--- src/rtl/burst_seq_pkg.sv ---
// Package: shared helpers for the burst sequencer.
package burst_seq_pkg;
    // Low two address bits of beat n for a burst starting at lsb.
    function automatic logic [1:0] beat_lsb(input logic [1:0] lsb,
                                            input logic [1:0] n,
                                            input logic       xor_order);
        beat_lsb = xor_order ? (lsb ^ n) : (lsb + n);
    endfunction
endpackage

--- src/rtl/burst_seq_ctrl.sv ---
// Control decode: turns strobes, advance and byte-write into load and
// step pulses and tracks write mode.
// Assumes all inputs are synchronous to clk.
module burst_seq_ctrl (
    input  logic clk,
    input  logic rst_n,
    input  logic start_ok,
    input  logic strb_p_n,
    input  logic strb_c_n,
    input  logic adv_n,
    input  logic wbeat_n,
    output logic load_en,
    output logic step_en,
    output logic wr_mode
);
    logic strobes_idle;

    // Load and step decode; a load outranks any advance.
    always_comb begin
        strobes_idle = strb_p_n & strb_c_n;
        load_en      = start_ok & ~strobes_idle;
        step_en      = ~load_en & strobes_idle & ~adv_n
                       & (~(wr_mode | ~wbeat_n) | ~wbeat_n);
    end

    // Write-mode flag: set by a byte write, cleared by other loads.
    always_ff @(posedge clk) begin
        if (!rst_n)
            wr_mode <= 1'b0;
        else if (load_en)
            wr_mode <= strb_p_n & ~wbeat_n;
        else if (!wbeat_n)
            wr_mode <= 1'b1;
    end
endmodule

--- src/rtl/burst_seq_state.sv ---
// Burst state: holds the captured start address and the beat counter.
// Assumes load_en and step_en are never high together.
module burst_seq_state #(
    parameter int AW = 16,
    parameter int BW = 2
) (
    input  logic          clk,
    input  logic          rst_n,
    input  logic          load_en,
    input  logic          step_en,
    input  logic [AW-1:0] ext_addr,
    output logic [AW-1:0] base_addr,
    output logic [BW-1:0] beat
);
    // Capture the start on load, count beats on step, wrap modulo 2**BW.
    always_ff @(posedge clk) begin
        if (!rst_n) begin
            base_addr <= '0;
            beat      <= '0;
        end else if (load_en) begin
            base_addr <= ext_addr;
            beat      <= '0;
        end else if (step_en) begin
            beat      <= beat + 1'b1;
        end
    end
endmodule

--- src/rtl/burst_seq_map.sv ---
// Address mapper: combines the start address and the beat into the
// access address. Only the low BW bits are altered.
module burst_seq_map #(
    parameter int AW = 16,
    parameter int BW = 2
) (
    input  logic          order_sel,
    input  logic [AW-1:0] base_addr,
    input  logic [BW-1:0] beat,
    output logic [AW-1:0] cur_addr
);
    import burst_seq_pkg::*;

    // Upper bits pass straight through.
    genvar gi;
    generate
        for (gi = BW; gi < AW; gi++) begin : g_upper
            assign cur_addr[gi] = base_addr[gi];
        end
    endgenerate

    // Low bits follow the selected burst order.
    always_comb begin
        cur_addr[BW-1:0] = beat_lsb(base_addr[BW-1:0], beat, order_sel);
    end
endmodule

--- src/rtl/burst_seq.sv ---
// Top of the four-beat burst address sequencer.
// Assumes order_sel is static while a burst runs.
module burst_seq #(
    parameter int AW = 16
) (
    input  logic          clk,
    input  logic          rst_n,
    input  logic          start_ok,
    input  logic          strb_p_n,
    input  logic          strb_c_n,
    input  logic          adv_n,
    input  logic          wbeat_n,
    input  logic          order_sel,
    input  logic [AW-1:0] ext_addr,
    output logic [AW-1:0] cur_addr
);
    localparam int BW = 2;

    logic          load_en;
    logic          step_en;
    logic          wr_mode;
    logic [AW-1:0] base_addr;
    logic [BW-1:0] beat;

    burst_seq_ctrl u_ctrl (
        .clk(clk), .rst_n(rst_n), .start_ok(start_ok),
        .strb_p_n(strb_p_n), .strb_c_n(strb_c_n), .adv_n(adv_n),
        .wbeat_n(wbeat_n), .load_en(load_en), .step_en(step_en),
        .wr_mode(wr_mode)
    );

    burst_seq_state #(.AW(AW), .BW(BW)) u_state (
        .clk(clk), .rst_n(rst_n), .load_en(load_en), .step_en(step_en),
        .ext_addr(ext_addr), .base_addr(base_addr), .beat(beat)
    );

    burst_seq_map #(.AW(AW), .BW(BW)) u_map (
        .order_sel(order_sel), .base_addr(base_addr), .beat(beat),
        .cur_addr(cur_addr)
    );
endmodule

--- config.mk ---
export PLATFORM = sky130hd
export DESIGN_NAME = burst_seq
export DESIGN_NICKNAME = d
export VERILOG_FILES = /design/src/rtl/burst_seq_pkg.sv /design/src/rtl/burst_seq_ctrl.sv /design/src/rtl/burst_seq_state.sv /design/src/rtl/burst_seq_map.sv /design/src/rtl/burst_seq.sv
export SDC_FILE = /design/constraint.sdc
export NUM_CORES = 1
export LEC_CHECK = 0
export ABC_AREA = 1
export ABC_CLOCK_PERIOD_IN_PS = 1760
export BUFFER_PORTS_ARGS = -buffer_cell sky130_fd_sc_hd__buf_2
export CAP_MARGIN = 10
export CORE_MARGIN = 2
export CORE_UTILIZATION = 36
export DETAILED_ROUTE_END_ITERATION = 8
export HOLD_SLACK_MARGIN = 0.05
export PLACE_DENSITY_LB_ADDON = 0.1
export SYNTH_ARGS = -nofsm -noshare
export SYNTH_HDL_FRONTEND = slang
export SYNTH_SLANG_ARGS = --single-unit
--- constraint.sdc ---
create_clock -name clk -period 1.76 [get_ports clk]
set_input_delay 0.528 -clock clk [delete_from_list [all_inputs] [get_ports clk]]
set_output_delay 0.528 -clock clk [all_outputs]
set_load 0.02 [all_outputs]
# Word-level counts from Yosys, hierarchy flattened
# Index checks and enable logic that the tools add are counted.
dict set report classes {
  mux 3
  n_reduce_logical 1
  addsub 2
  bitwise_logic 15
  eq_ne 1
}
# cell count
set ops {}
lappend ops {{$and A1 B1 Y1} 6}
lappend ops {{$not A1 Y1} 6}
lappend ops {{$add A2 B1 Y2 const B} 1}
lappend ops {{$add A2 B2 Y2} 1}
lappend ops {{$mux W1} 2}
lappend ops {{$mux W2} 1}
lappend ops {{$ne A2 B1 Y1 const B} 1}
lappend ops {{$or A1 B1 Y1} 2}
lappend ops {{$reduce_or A2 Y1} 1}
lappend ops {{$xor A2 B2 Y2} 1}
dict set report word_totals {
  regBits 19
  inputBits 24
}

# Longest topological paths before layout
dict set report depth {
  depth_word 7
  mapped_depth 6
  ltp_nobuf 6
}

# Hierarchy
# A second synthesis with hierarchy kept.
dict set report unflattened {
  cells_unflattened 123
  hier_area_um2 892.1
}
# mod area_per_inst_um2 seq_area_each_um2 instances cells_each
set modules_own_cells {}
lappend modules_own_cells {burst_seq_state 639.4 360.3 1 80}
lappend modules_own_cells {burst_seq_map 172.7 0.0 1 29}
lappend modules_own_cells {burst_seq_ctrl 80.1 20.0 1 14}

# Worst setup path after synthesis
# Ideal clock, no wire load.
dict set report synth_timing {
  path_kind {input-to-output}
  start {input port order_sel}
  end {output port cur_addr[1]}
  required_ns 1.232
  path_stages 3
  n_path_buf 0
  setup_slack_ns 0.383
  arrival_ns 0.849
  path_cell_list {o21ai_0 nand2_1 inv_1}
}
dict set report synth_between {
  elab_chain_len 1
}
# item line_no
set synth_rtl {}
lappend synth_rtl {{from (decl)} burst_seq.sv:13} ;# input logic order_sel,
lappend synth_rtl {{$mux W2} burst_seq_pkg.sv:7} ;# beat_lsb = xor_order ? (lsb ^ n) : (lsb + n);
lappend synth_rtl {{to (decl)} burst_seq.sv:15} ;# output logic [AW-1:0] cur_addr
# No other way between the ends.

# Worst setup path in the final report
dict set report layout_timing {
  start {register u_state.beat[0]}
  end {output port cur_addr[1]}
}
dict set report layout_between {
  elab_chain_len 2
}
# item line_no
set layout_rtl {}
lappend layout_rtl {{from (decl)} burst_seq_state.sv:13} ;# output logic [BW-1:0] beat
lappend layout_rtl {{from (signal assigned)} burst_seq_state.sv:24} ;# beat <= beat + 1'b1;
lappend layout_rtl {{$add A2 B2 Y2} burst_seq_pkg.sv:7}
lappend layout_rtl {{$mux W2} burst_seq_pkg.sv:7}
# No other way between the ends.

==> summary.txt <==
Outcome
  • Status: finished, final reports clean

Global route
  • Largest net degree at the start of global routing: 20
  • Global-route wire length before repair: 3220 um
  • GRT overflow: 0
  • GRT Util Overall: 12.6%
  • Vias in the first global route: about 750
  • Initial antenna violation count: 0

Clocking
  • Max Buffers Root-to-Sink: 2
  • Cts hold-fix bufs: 0
  • CTS Buf Count: 3
  • Clock sinks: 19
  • CTS H-Tree Depth: 1
  • Clock-pin slew of the registers on the worst-case setup and hold paths: ~0.11 ns
  • CTS Root Buffer Type: clkbuf_4
  • Clk_lat worst skew: 0.29 ns
  • CTS tree: built

Critical path
  • Crit path capture type: output pin
  • Cell Chain, Critical Path: ha_4 -> inv_2 -> nor2_2 -> nand2_1 -> nand2_1 -> inv_1 -> buf_6
  • Worst path max stage delay: around 0.38 ns
  • Setup crit start: u_state.beat[0]
  • Arrival time worst endpoint: about 1.2 ns
  • Critical path startpoint category: flop
  • R2R Path Start: u_state.beat[0]
  • Most frequent CP cell: nand2_1
  • Crit Path Class: flop to output pin
  • Critical path's slowest cell: dfxtp_2
  • Crit path max fanout: 2
  • Crit path required time: 1.23 ns

Floorplan
  • Core area: roughly 0.0025 sq mm
  • Starting density of the core: between 30% and 40%
  • I/O pin cnt: 40
  • Die area: between 0.003 and 0.004 sq mm
  • Die width: 56.4 um
  • FP Rows: 18
  • Die height: about 56 um

Placed design
  • Worst slack at placement: 0.188 ns
  • Routability Congestion: 0.651
  • Port Buf Inserts: 39
  • Post-DP HPWL: about 1400 um
  • Placed Area: roughly 0.0011 sq mm
  • Post-placement cell count: 166

STA
  • Setup_tns: 0 ns
  • Final period utilization: ~98%
  • Fin. max-slew vios: 0
  • Fmax: between 0.5 and 0.6 GHz
  • Final setup vio count: 0
  • Slew headroom: a little under three quarters
  • Worst setup margin: approximately 0.04 ns
  • Final Hold Viols: 0
  • RSZ-0062 raised after global routing: yes
  • Slew @ Worst Pin: approximately 0.42 ns
  • Minimum clock period: roughly 1.7 ns
  • Clk_skew: a little over 0.006 ns

Routing
  • DRT Wirelength: 1920 um
  • Via density per instance: about 4.6
  • DRC: 0
  • First DRT Iteration DRCs: 7
  • Avg WL per Cell: about 11 um
  • Drt pass-1 iters: 4
  • Vias: slightly below 800
  • Final ANT Viol Nets: 0

Cells and area
  • Area Overhead vs Synth: 14.7%
  • Final Non-Filler Cells: 171
  • Antenna Cells: 0
  • Nets: about 170
  • Final instance area: approximately 0.0011 sq mm
  • Layout cells sized above 1: 51.8%
  • Fillers: 271

Pwr
  • Leakage: approximately 0.00050 uW
  • Pwr Total: 851 uW
  • Power Density: ~750 mW/mm^2
  • Worst vdd ir: between 0.3 and 0.4 mV

Yosys
  • Synth Net Count: 140
  • Flops & latches, synth: 19
  • Distinct cells, synth: 21
  • Register area share after synthesis: about two fifths
  • Yosys warnings: 0
  • Synthesized area per cell: 8.58 sq um
  • Synth Instances: between 100 and 150
  • Synth Cell Area: 987 sq um

Job
  • Max-Cap Viols: 0

Min path
  • Worst Min Path Start: u_state.base_addr[13]
  • Hold/Removal Path Class: flop to flop
-- cell usage in the layout (no fill, tap or decap) --
| cell type | n |
|---|---|
| inv_1 | 3 |
| nor2_2 | 2 |
| dfxtp_2 | 2 |
| buf_2 | 38 |
| a21oi_2 | 10 |
| nand2_4 | 1 |
| o21bai_1 | 1 |
| dfxtp_1 | 17 |
| inv_2 | 1 |
| buf_4 | 2 |
| o21ai_2 | 1 |
| xor2_1 | 1 |
| nand3_1 | 18 |
| xnor2_1 | 1 |
| nor2_1 | 2 |
| nand2_1 | 12 |
| clkbuf_4 | 3 |
| nand2_8 | 1 |
| a21oi_1 | 11 |
| clkinv_1 | 1 |
| clkbuf_1 | 1 |
| ha_4 | 1 |
| nand2_2 | 10 |
| buf_6 | 1 |
-- worst paths after layout --
kind / end / slack [ns] / depth (start not counted)
setup / recovery: cur_addr[1] / 0.04 / 7
hold / removal: u_state.base_addr[13] / 0.46 / 2
setup reg to reg: u_state.beat[1] / 0.76 / 6
hold reg to reg: u_state.base_addr[13] / 0.46 / 2
-- worst max-delay path: cells and delay by family (launching register included) --
family	cells	cell delay (ns)
and+or+nand+nor	3	0.19
DFF	1	0.38
buffers and inverters	3	0.20
adders and majority gates	1	0.14
-- cell families after synthesis --
family / after synthesis / synth area share [%]
xor gates and xnor gates: 2 / 1.77
and+or+nand+nor: 46 / 25.0
DFF: 19 / 38.5
AOI/OAI and AO/OA: 23 / 15.7
buffers and inverters: 24 / 17.7
adders and majority gates: 1 / 1.27
-- state kept, by name, summed over array words and instances, names as in the netlist --
signal	count
u_state.base_addr	16
u_state.beat	2
u_ctrl.wr_mode	1
-- stage by stage --
| step | utilization, % | hold WS (ns) |
|---|---|---|
| 3_5_place_dp | 42.1 | 0.455 |
| 6_report | 44.5 | 0.464 |
| 3_3_place_gp | 42.1 | 0.449 |
| 4_1_cts | 43.6 | 0.470 |
| 5_1_grt | 44.5 | 0.476 |
| 2_1_floorplan | - | 0.440 |
-- repair_timing --
| item | CTS | global route |
|---|---|---|
| endpoints found under the setup margin | 1 | 1 |
| resized for setup | 3 | 7 |
| pin swaps | 0 | 4 |
| buffers inserted | 1 | 0 |
-- synth_stat cells --
cell type	instances	area share, %
nand2_8	1	2.0
xnor2_1	1	0.89
buf_4	16	12
nand2_2	10	6.3
nand2_4	1	1.1
a21oi_1	11	5.6
inv_1	4	1.5
nor2_2	1	0.63
o21bai_1	1	0.76
xor2_1	1	0.89
dfxtp_1	19	39
ha_1	1	1.3
clkinv_1	1	0.38
buf_2	1	0.51
nand2_1	12	4.6
a21oi_2	10	8.9
o21ai_0	1	0.51
buf_12	1	2.0
buf_6	1	1.1
nand3_1	18	9.1
nor2_1	3	1.1
-- cell type report --
class | instances | area (sq um) | area share (%)
Multi-Input combinational cell | 72 | 450 | 39.8
Sequential cell | 19 | 383 | 33.8
Timing Repair Buffer | 41 | 216 | 19.1
Tap cell | 30 | 37.5 | 3.31
Clock buffer | 4 | 26.3 | 2.32
Inverter | 5 | 18.8 | 1.66
-- power by group --
group / switching (uW) / total, uW / internal [uW]
clock: 126 / 214 / 88.0
sequential: 14.8 / 468 / 453
combinational: 102 / 170 / 68.1
-- metal layers --
metal	up-vias	GRT usage (%)	wire length (um)
met5	-	0	0
met4	0	5.10	15
met3	2	2.53	114
met2	23	20.8	939
met1	348	15.9	847
li1	415	-	-
No activity file was read; power rests on OpenSTA's default activity.
